### src/rtl/bscan_pkg.sv
package bscan_pkg;
  typedef enum logic [1:0] {
    OP_HOLD    = 2'd0,
    OP_CAPTURE = 2'd1,
    OP_SHIFT   = 2'd2
  } scan_op_e;
endpackage

### src/rtl/bscan_ctrl.sv
module bscan_ctrl
  import bscan_pkg::*;
(
  input  logic     clk,
  input  logic     rst,
  input  logic     test_mode,
  input  logic     capture_en,
  input  logic     shift_en,
  output scan_op_e op,
  output logic     mode_q
);
  // capture wins over shift when both are strobed together
  always_comb begin
    if (capture_en)    op = OP_CAPTURE;
    else if (shift_en) op = OP_SHIFT;
    else               op = OP_HOLD;
  end

  always_ff @(posedge clk) begin
    if (rst) mode_q <= 1'b0;
    else     mode_q <= test_mode;
  end

  // reset leaves normal mode selected
  a_r8_mode_reset: assert property (@(posedge clk) rst |=> !mode_q);
endmodule

### src/rtl/bscan_cell.sv
module bscan_cell
  import bscan_pkg::*;
(
  input  logic     clk,
  input  logic     rst,
  input  scan_op_e op,
  input  logic     update_en,
  input  logic     mode,
  input  logic     line_in,
  input  logic     ser_in,
  output logic     ser_out,
  output logic     hold_out,
  output logic     line_out
);
  logic shift_q;
  logic upd_q;

  always_ff @(posedge clk) begin
    if (rst) begin
      shift_q <= 1'b0;
    end else begin
      case (op)
        OP_CAPTURE: shift_q <= line_in;
        OP_SHIFT:   shift_q <= ser_in;
        default:    shift_q <= shift_q;
      endcase
    end
  end

  always_ff @(posedge clk) begin
    if (rst)            upd_q <= 1'b0;
    else if (update_en) upd_q <= shift_q;
  end

  assign ser_out  = shift_q;
  assign hold_out = upd_q;
  assign line_out = mode ? upd_q : line_in;

  // a capture loads the line value even with shift also strobed
  a_r5_capture_wins: assert property (@(posedge clk) disable iff (rst)
    (op == OP_CAPTURE) |=> (shift_q == $past(line_in)));
  // the update stage holds without the update strobe
  a_r6_update_hold: assert property (@(posedge clk) disable iff (rst)
    !update_en |=> $stable(upd_q));
  // the update stage takes the shift stage on the strobe
  a_r6_update_load: assert property (@(posedge clk) disable iff (rst)
    update_en |=> (upd_q == $past(shift_q)));
  // the shift stage holds when idle
  a_r9_idle_hold: assert property (@(posedge clk) disable iff (rst)
    (op == OP_HOLD) |=> $stable(shift_q));
  // both stages clear on reset
  a_r8_cell_reset: assert property (@(posedge clk)
    rst |=> (shift_q == 1'b0 && upd_q == 1'b0));
endmodule

### src/rtl/bscan_sdo_retime.sv
module bscan_sdo_retime (
  input  logic clk,
  input  logic rst,
  input  logic d,
  output logic q
);
  always_ff @(negedge clk) begin
    if (rst) q <= 1'b0;
    else     q <= d;
  end

  // at each falling edge the output shows what was sampled at the previous one
  a_r7_falling_retime: assert property (@(negedge clk) disable iff (rst)
    !$past(rst) |-> (q == $past(d)));
endmodule

### src/rtl/bscan_chain.sv
module bscan_chain
  import bscan_pkg::*;
#(
  parameter int N_CELLS = 8
) (
  input  logic               clk,
  input  logic               rst,
  input  logic               test_mode,
  input  logic               capture_en,
  input  logic               shift_en,
  input  logic               update_en,
  input  logic               sdi,
  input  logic [N_CELLS-1:0] func_in,
  output logic [N_CELLS-1:0] pin_out,
  output logic               sdo
);
  localparam int LAST = N_CELLS - 1;

  scan_op_e           op;
  logic               mode_q;
  logic [N_CELLS-1:0] ser_vec;
  logic [N_CELLS-1:0] hold_vec;
  logic [N_CELLS:0]   link;

  bscan_ctrl u_ctrl (
    .clk        (clk),
    .rst        (rst),
    .test_mode  (test_mode),
    .capture_en (capture_en),
    .shift_en   (shift_en),
    .op         (op),
    .mode_q     (mode_q)
  );

  assign link[0] = sdi;

  for (genvar i = 0; i < N_CELLS; i++) begin : g_cell
    bscan_cell u_cell (
      .clk       (clk),
      .rst       (rst),
      .op        (op),
      .update_en (update_en),
      .mode      (mode_q),
      .line_in   (func_in[i]),
      .ser_in    (link[i]),
      .ser_out   (ser_vec[i]),
      .hold_out  (hold_vec[i]),
      .line_out  (pin_out[i])
    );
    assign link[i+1] = ser_vec[i];
  end

  bscan_sdo_retime u_retime (
    .clk (clk),
    .rst (rst),
    .d   (link[N_CELLS]),
    .q   (sdo)
  );

  // in normal mode the pins follow the core
  a_r1_transparent: assert property (@(posedge clk) disable iff (rst)
    !mode_q |-> (pin_out == func_in));
  // once test mode is registered, the pins show the held stage
  a_r2_test_drive: assert property (@(posedge clk) disable iff (rst)
    (test_mode && !update_en) |=> (pin_out == $past(hold_vec)));
  // a plain shift loads sdi into the entry cell
  a_r4_entry: assert property (@(posedge clk) disable iff (rst)
    (shift_en && !capture_en) |=> (ser_vec[0] == $past(sdi)));
  // a plain shift moves the second-to-last cell into the exit cell
  a_r4_exit: assert property (@(posedge clk) disable iff (rst)
    (shift_en && !capture_en) |=> (ser_vec[LAST] == $past(link[LAST])));
endmodule

### config.mk
export PLATFORM = sky130hd
export DESIGN_NAME = bscan_chain
export DESIGN_NICKNAME = d
export VERILOG_FILES = /design/src/rtl/bscan_pkg.sv /design/src/rtl/bscan_ctrl.sv /design/src/rtl/bscan_cell.sv /design/src/rtl/bscan_sdo_retime.sv /design/src/rtl/bscan_chain.sv
export SDC_FILE = /design/constraint.sdc
export NUM_CORES = 1
export LEC_CHECK = 0
export ABC_AREA = 0
export BUFFER_PORTS_ARGS = -buffer_cell sky130_fd_sc_hd__buf_4
export CORE_MARGIN = 3
export CORE_UTILIZATION = 53
export CTS_CLUSTER_DIAMETER = 40
export DETAILED_ROUTE_END_ITERATION = 12
export GPL_TIMING_DRIVEN = 0
export HOLD_SLACK_MARGIN = 0.1
export PLACE_DENSITY = 0.81
export SKIP_CTS_REPAIR_TIMING = 1
export SLEW_MARGIN = 5
export SYNTH_ARGS = -nofsm -noshare
export SYNTH_HDL_FRONTEND = slang
export SYNTH_SLANG_ARGS = --single-unit
export TNS_END_PERCENT = 30
### constraint.sdc
create_clock -name clk -period 2.3 [get_ports clk]
set_input_delay 0.115 -clock clk [delete_from_list [all_inputs] [get_ports clk]]
set_output_delay 0.115 -clock clk [all_outputs]
set_load 0.01 [all_outputs]
==> results of run 1 <==
[area by class of cell]
type / instances / area [um2]
buffer: 13 / 91.3
clock inverter: 1 / 3.75
clock buffer: 4 / 36.3
tap: 15 / 18.8
inverter: 1 / 3.75
multi-input combinational: 50 / 403
timing repair buffer: 23 / 180
sequential: 18 / 360
fill: 98 / 318
[registers in the layout (all words and copies together), names as in the netlist]
name and count:
g_cell.u_cell.ser_out 8, g_cell.u_cell.hold_out 8, u_retime.q 1, u_ctrl.mode_q 1
[cell usage after synthesis]
library cell  number
a211oi_1           8
buf_2              4
buf_4              8
buf_6              1
dfxtp_1           18
inv_1              1
inv_2              1
mux2_2             8
mux2i_1           16
nor2_1             8
nor2b_1           10
[where the power goes]
group | switching (mW) | internal, mW
Clock | 0.105 | 0.0988
Sequential | 0.0120 | 0.330
Combinational | 0.0512 | 0.0775
Total | 0.168 | 0.507
[cell usage in the layout (no fill, tap or decap), drive strengths merged]
cell type,n
nor2,8
a211oi,8
buf,33
clkbuf,4
mux2i,16
mux2,8
dfxtp,18
inv,2
dlygate4sd3,3
nor2b,10
[how the worst max path moves through the flow]
stage	start	end	slack [ps]	depth (start not counted)
after floorplan	g_cell[7].u_cell.ser_out	u_retime.q	630	1
after global placement	g_cell[7].u_cell.ser_out	u_retime.q	610	1
after detailed placement	g_cell[7].u_cell.ser_out	u_retime.q	600	1
after CTS	u_retime.q	sdo	250	1
after global routing	u_retime.q	sdo	230	1
final	u_retime.q	sdo	250	1
[logic make-up after synthesis]
| group | count (synthesis) | synth area share [%] |
|---|---|---|
| buf+inv | 15 | 11.5 |
| mux | 24 | 29.0 |
| simple gates | 18 | 10.7 |
| flops | 18 | 41.8 |
| compound gates | 8 | 6.97 |
[metal layers]
layer  part of all wire (%)  up-vias  GRT usage, %
met2                     49       17          31.9
met1                     44      312          20.2
met5                      0        -             0
met4                   0.73        0          5.11
li1                       -      333             -
met3                    5.5        2          5.86
[stage by stage]
stage | util [%] | instance area [um2] | total power [mW]
4_1_cts | 75.4 | 1070 | 0.672
3_5_place_dp | 72.9 | 1030 | 0.480
6_report | 77.5 | 1100 | 0.675
2_1_floorplan | - | 862 | 0.431
3_3_place_gp | 72.9 | 1030 | 0.475
5_1_grt | 77.5 | 1100 | 0.703
==> out/summary.md, run 1 <==
* 0 — final antenna diode count
* dfxtp_1 — top cell type by total area after synthesis
* 7 — initial detailed-routing violation count
* 3 — number of buffers added by the clock tree synthesis step
* 46.3 um — die boundary height
* 2.70 mm — first-pass GRT wire length
* false — unrepaired setup endpoints after global routing
* 1930 ps — Worst Path Arrival
* 24 — number of top-level pins
* 360 ps — Clk Latency, worst-skew pair
* 20 — count of buffers from port buffering
* 118 — Placed Cells incl. Taps
* 862 um2 — mapped cell area
* completed — result of the run
* output pin — Critical Path End Type
* 0 — antenna violations before repair
* 83 — Cells after Synth
* 14.2 um — DR WL/cell
* 46.3 um — Die Wd
* 253 ps — Final WS setup
* 2 — Max Buffers Root-to-Sink
* 290 ps — largest stage delay on the critical path
* 114 ps — final-layout worst hold slack
* 41.8% — sequential-to-total area share from yosys stat
* 0 — pins over their slew limit
* 18.0% — overall global routing resource usage
* 1420 um2 — area of the core
* 0 — total congestion overflow
* 13 — Row Count
* 618 — number of global-route vias before repair
* 0 ps — Sum Neg Setup Slack
* 664 — routed vias
* in -> reg — Hold WC Path Type
* buf_4 — critical path cell sequence
* clkbuf_4 — library cell used as clock root buffer
* 0 — DR DRC count
* 60.9% — starting density of the core
* 3 — cell count of the worst hold path
* 3 — first-pass iteration count of the detailed router
* 11 — number of unique standard cell types used by synthesis
* 27.3% — Area Overhead vs Synth
* 126 — Total Nets Final
* 41.8% — fraction of layout instances using a drive strength above 1
* 630 ps — slack of the worst reg-to-reg path
* 1 — cells on worst reg2reg path
* 5.31 — via/cell ratio
* 1 — largest driver fanout on the critical path
* reg -> out — Crit Path Category
* 1.77 mm — total wire length after detailed routing
* 83.4% — worst rel slew slack
* 58.8 ps — worst clock skew
* 0.527 mV — Peak VDD IR
* 0.681 — final weighted congestion in routability-driven placement
* dfxtp_1, mux2i_1, mux2_2, nor2b_1, a211oi_1 — largest cells by area after synthesis
* g_cell[3].u_cell.ser_out — endpoint with the worst hold slack
* 0 — max-cap violations
* 1 — Bufs and invs on worst path
* yes — CTS tree
* 2150 um2 — die footprint
* flip-flop — kind of start point of the critical path
* 1 — Clock H-tree levels
* 18 — synthesized flop and latch total
* 1.29 mm — placed wire-length estimate
* dfxtp_1 — cell with the largest stage delay on the worst path
* flip-flops — gate family responsible for the most delay along the worst path
* u_retime.q — reg-to-reg endpoint
* 2180 ps — endpoint required time on the critical path
* g_cell[7].u_cell.ser_out — reg-to-reg startpoint
* 248 ps — worst slew pin tran
* func_in[3] — min-delay src
* 0 — number of failing hold endpoints at the final stage
* 0 — final setup fails
* 615 nW/um2 — power per unit of standard cell area
* 0 — number of warnings issued by yosys
* 0 — residual antenna-violating net count after detailed routing
* 41.8% — area share of the leading cell type in the synthesized netlist
* 125 — Layout Cells excl Fill
* 11 — largest net degree at the start of global routing
* 18 — clock sink count
* 599 ps — worst setup slack before clock tree synthesis
* 0.521 nW — leakage dissipation
* 10.4 um2 — Avg Synthesized Cell Area
* 110 ps — Clock Pin Slew Worst Setup and Hold Paths
* 98 — number of nets produced by synthesis
No activity file was read; power rests on OpenSTA's default activity.
==> run 2: changes to the inputs <==
--- a/config.mk
+++ b/config.mk
@@ -5,18 +5,19 @@
 export SDC_FILE = /design/constraint.sdc
 export NUM_CORES = 1
 export LEC_CHECK = 0
-export ABC_AREA = 0
+export ABC_AREA = 1
 export BUFFER_PORTS_ARGS = -buffer_cell sky130_fd_sc_hd__buf_4
 export CORE_MARGIN = 3
-export CORE_UTILIZATION = 53
+export CORE_UTILIZATION = 55
 export CTS_CLUSTER_DIAMETER = 40
 export DETAILED_ROUTE_END_ITERATION = 12
 export GPL_TIMING_DRIVEN = 0
 export HOLD_SLACK_MARGIN = 0.1
-export PLACE_DENSITY = 0.81
+export PLACE_DENSITY = 0.82
 export SKIP_CTS_REPAIR_TIMING = 1
 export SLEW_MARGIN = 5
 export SYNTH_ARGS = -nofsm -noshare
 export SYNTH_HDL_FRONTEND = slang
+export SYNTH_HIERARCHICAL = 1
 export SYNTH_SLANG_ARGS = --single-unit
 export TNS_END_PERCENT = 30
==> out/summary.md, run 2 <==
* 17.0% — fraction of layout instances using a drive strength above 1
* nand2_1, inv_1, nor2_1, buf_4, dfxtp_1 — commonest cells after routing, fill and taps aside
* 6 — number of warnings issued by yosys
* 1 — depth of the critical timing path with buffers and inverters included
* 0.692 — final weighted congestion in routability-driven placement
* 360 ps — Clk Latency, worst-skew pair
* flip-flops — gate family responsible for the most delay along the worst path
* 1 — largest driver fanout on the critical path
* 1200 um2 — Placed Area
* 244 ps — Final WS setup
* 0 — pins over their slew limit
* 36.0% — area share of the leading cell type in the synthesized netlist
* 0 — final antenna diode count
* 3.61 mm — first-pass GRT wire length
* 24.8% — Area Overhead vs Synth
* nand2_1 — most instantiated library cell after synthesis
* 4.70 — via/cell ratio
* 6.51 um2 — Avg Synthesized Cell Area
* 110 ps — Clock Pin Slew Worst Setup and Hold Paths
* 2 — cells on worst reg2reg path
* completed — result of the run
* 300 ps — largest stage delay on the critical path
* 67.4 ps — worst clock skew
* false — unrepaired setup endpoints after global routing
* 48.7 um — Die Wd
* 1 — Clock H-tree levels
* 62.2% — starting density of the core
* 0.413 mV — Peak VDD IR
* 0% — Synth async-reset ratio
* 3 — number of buffers added by the clock tree synthesis step
* reg -> out — Crit Path Category
* 516 ps — worst slew pin tran
* 1250 um2 — final standard cell area without fillers
* 19.2% — overall global routing resource usage
* 0 — number of synthesized flops with an enable pin
* 0 — final setup fails
* dfxtp_1 — flip-flop cell with the highest count after synthesis
* 0 — max-cap violations
* output pin — Critical Path End Type
* 19 — largest net degree at the start of global routing
* 10 — number of unique standard cell types used by synthesis
* 2180 ps — endpoint required time on the critical path
* 2 — Max Buffers Root-to-Sink
* 628 ps — worst setup slack before clock tree synthesis
* 18 — synthesized flop and latch total
* nand2_1 — most frequent standard cell in the layout excluding fill and tap cells
* dfxtp_1, nand2_1, inv_1, ha_1, nor2_1 — largest cells by area after synthesis
* 0 — total congestion overflow
* dfxtp_1 — cell with the largest stage delay on the worst path
* 201 — Placed Cells incl. Taps
* 48.7 um — die boundary height
* 1940 ps — Worst Path Arrival
* 177 — number of nets produced by synthesis
* 24 — number of top-level pins
* 0.703 nW — leakage dissipation
* 0 — number of failing hold endpoints at the final stage
* buf_4 — critical path cell sequence
* 4 — first-pass iteration count of the detailed router
* 5 — cell count of the worst hold path
* in -> reg — Hold WC Path Type
* 907 — number of global-route vias before repair
* 0.702 mW — total power after layout
* 9.97 um — DR WL/cell
* 206 — Layout Cells excl Fill
* nand2_1, inv_1, nor2_1, dfxtp_1 — commonest cells in the netlist
* 1.46 mm — placed wire-length estimate
* 969 — routed vias
* 561 nW/um2 — power per unit of standard cell area
* 1000 um2 — mapped cell area
* 1610 um2 — area of the core
* 18 — clock sink count
* 1 — Bufs and invs on worst path
* 0 — residual antenna-violating net count after detailed routing
* 36.0% — sequential-to-total area share from yosys stat
* 11 — initial detailed-routing violation count
* 23 — count of buffers from port buffering
* yes — CTS tree
* 154 — Cells after Synth
* 2370 um2 — die footprint
* dfxtp_1 — top cell type by total area after synthesis
* 206 — Total Nets Final
* 0 — antenna violations before repair
* 2.05 mm — total wire length after detailed routing
* 0 ps — Sum Neg Setup Slack
* clkbuf_4 — library cell used as clock root buffer
* flip-flop — kind of start point of the critical path
* 0 — DR DRC count
* 65.5% — worst rel slew slack
* 14 — Row Count
==> run 2: per-layer routing <==
layer  track usage [%]  routed length (um)  up-vias
li1                  -                   -      517
met1              21.4                 884      426
met2              35.7                1030       22
met3              3.37                 113        4
met4              7.11                  24        0
met5                 0                   0        -
==> run 2: final timing paths <==
kind	startpoint	endpoint	slack, ps
worst min-delay path	sdi	g_cell[0].u_cell/ser_out	100
worst max register to register	g_cell[7].u_cell/ser_out	u_retime/q	650
worst max-delay path	u_retime/q	sdo	240
worst min register to register	g_cell[3].u_cell/hold_out	g_cell[3].u_cell/hold_out	470
==> run 2: per-stage QoR <==
| stage | utilization [%] | hold slack [ps] |
|---|---|---|
| after floorplan | - | 182 |
| after global placement | 74.8 | 321 |
| after detailed placement | 74.8 | 327 |
| after CTS | 77.0 | 10.3 |
| after global routing | 77.6 | 111 |
| final | 77.6 | 104 |
==> run 2: cells by family (layout without fill, tap and decap cells) <==
group | Yosys count | after routing | share of synthesized area [%]
and+or+nand+nor | 67 | 67 | 25.8
AOI/OAI and AO/OA | 24 | 24 | 14.0
adders and majority gates | 8 | 8 | 9.99
DFF | 18 | 18 | 36.0
buffers and inverters | 37 | 65 | 14.2
==> run 2: layout make-up <==
type,count,area [um2]
multi-input cells,99,499
well taps,24,30.0
repair buffers,24,183
inverters,35,131
clock inverters,1,3.75
plain buffers,1,7.51
clock buffers,4,36.3
flip-flops and latches,18,360
fillers,141,360
==> run 2: report_power, final <==
group | switching (mW) | total, mW | internal, mW
combinational | 0.0731 | 0.141 | 0.0677
clock | 0.110 | 0.208 | 0.0988
sequential | 0.0180 | 0.353 | 0.335
total | 0.201 | 0.702 | 0.502
==> run 3: changes to the inputs <==
--- a/config.mk
+++ b/config.mk
@@ -8,12 +8,13 @@
 export ABC_AREA = 1
 export BUFFER_PORTS_ARGS = -buffer_cell sky130_fd_sc_hd__buf_4
 export CORE_MARGIN = 3
-export CORE_UTILIZATION = 55
+export CORE_UTILIZATION = 56
+export CTS_BUF_LIST = sky130_fd_sc_hd__clkbuf_8
 export CTS_CLUSTER_DIAMETER = 40
 export DETAILED_ROUTE_END_ITERATION = 12
 export GPL_TIMING_DRIVEN = 0
 export HOLD_SLACK_MARGIN = 0.1
-export PLACE_DENSITY = 0.82
+export PLACE_DENSITY = 0.83
 export SKIP_CTS_REPAIR_TIMING = 1
 export SLEW_MARGIN = 5
 export SYNTH_ARGS = -nofsm -noshare
==> out/summary.md, run 3 (synthesis gave the netlist of run 2 again) <==
* 0 — DR DRC count
* flip-flops — gate family responsible for the most delay along the worst path
* nand2_1, inv_1, nor2_1, buf_4, dfxtp_1 — commonest cells after routing, fill and taps aside
* g_cell[0].u_cell/ser_out — endpoint with the worst hold slack
* 48.3 um — die boundary height
* buf_4 — critical path cell sequence
* 9.23 um — DR WL/cell
* 290 ps — largest stage delay on the critical path
* 4 — first-pass iteration count of the detailed router
* 170 ps — final-layout worst hold slack
* 23 — count of buffers from port buffering
* completed — result of the run
* 2330 um2 — die footprint
* in -> reg — Hold WC Path Type
* 3.55 mm — first-pass GRT wire length
* 1 — Clock H-tree levels
* yes — CTS tree
* 0.705 nW — leakage dissipation
* 0 ps — Sum Neg Setup Slack
* 18.6% — overall global routing resource usage
* 1 — Bufs and invs on worst path
* 201 — Placed Cells incl. Taps
* 680 ps — slack of the worst reg-to-reg path
* 310 ps — Clk Latency, worst-skew pair
* 16.5% — fraction of layout instances using a drive strength above 1
* 0 — residual antenna-violating net count after detailed routing
* 0 — pins over their slew limit
* 25.7% — Area Overhead vs Synth
* 1.36 mm — placed wire-length estimate
* 2180 ps — endpoint required time on the critical path
* dfxtp_1 — cell with the largest stage delay on the worst path
* 956 — routed vias
* sdi — min-delay src
* 79.0% — Post-Route Utilization
* 0 — final antenna diode count
* g_cell[7].u_cell/ser_out — reg-to-reg startpoint
* 4.64 — via/cell ratio
* false — unrepaired setup endpoints after global routing
* 2 — Max Buffers Root-to-Sink
* 63.2 ps — worst clock skew
* 1.90 mm — total wire length after detailed routing
* 515 ps — worst slew pin tran
* 0 — final setup fails
* 18 — clock sink count
* 14 — Row Count
* flip-flop — kind of start point of the critical path
* 0 — max-cap violations
* reg -> out — Crit Path Category
* 0.738 — final weighted congestion in routability-driven placement
* 885 — number of global-route vias before repair
* 3 — number of buffers added by the clock tree synthesis step
* 5 — cell count of the worst hold path
* 1870 ps — Worst Path Arrival
* output pin — Critical Path End Type
* 1590 um2 — area of the core
* 0 — total congestion overflow
* u_retime/q — reg-to-reg endpoint
* 0.504 mV — Peak VDD IR
* 19 — largest net degree at the start of global routing
* 2 — cells on worst reg2reg path
* 65.6% — worst rel slew slack
* 0 — antenna violations before repair
* clkbuf_8 — library cell used as clock root buffer
* nand2_1 — most frequent standard cell in the layout excluding fill and tap cells
* 62.9% — starting density of the core
* 70 ps — Clock Pin Slew Worst Setup and Hold Paths
* 24 — number of top-level pins
* 48.3 um — Die Wd
* 206 — Total Nets Final
* 11 — initial detailed-routing violation count
* 568 nW/um2 — power per unit of standard cell area
* 0 — number of failing hold endpoints at the final stage
* 206 — Layout Cells excl Fill
* 1 — largest driver fanout on the critical path
-- run 3: area by class of cell --
type | instances | area (um2)
Multi-Input combinational cell | 99 | 499
Sequential cell | 18 | 360
Fill cell | 126 | 334
Timing Repair Buffer | 24 | 183
Inverter | 35 | 131
Clock buffer | 3 | 41.3
Tap cell | 24 | 30.0
Clock inverter | 2 | 7.51
Buffer | 1 | 7.51
-- run 3: worst max-delay path by stage --
stage                 end  slack, ps                     start  cells past startpoint
4_1_cts               sdo        300                u_retime/q                      1
5_1_grt               sdo        280                u_retime/q                      1
3_5_place_dp          sdo        630                u_retime/q                      1
2_1_floorplan  u_retime/q        660  g_cell[7].u_cell/ser_out                      2
6_report              sdo        310                u_retime/q                      1
3_3_place_gp          sdo        630                u_retime/q                      1
-- run 3: report_power, final --
part           internal [mW]  switching, mW  total (mW)
sequential             0.335         0.0179       0.353
clock                  0.121          0.103       0.224
combinational         0.0676         0.0708       0.138
-- run 3: layer usage --
| metal | GRT usage, % | up-vias | wire length, um |
|---|---|---|---|
| li1 | - | 514 | - |
| met1 | 22.5 | 422 | 896 |
| met2 | 32.1 | 18 | 912 |
| met3 | 4.29 | 2 | 80 |
| met4 | 6.64 | 0 | 12 |
| met5 | 0 | - | 0 |
-- run 3: per-stage QoR --
step / setup WS, ps / cell area, um2 / power [mW]
floorplan: 664 / 1000 / 0.444
global placement: 627 / 1200 / 0.497
detailed placement: 629 / 1200 / 0.503
CTS: 303 / 1250 / 0.722
global route: 282 / 1260 / 0.766
finish: 311 / 1260 / 0.715
-- run 3: tightest hold or removal path, stage by stage --
cell and delay (ps):
buf_4 80, nand2_1 40, nand2_1 50, nor2_1 30
nor2_1 70
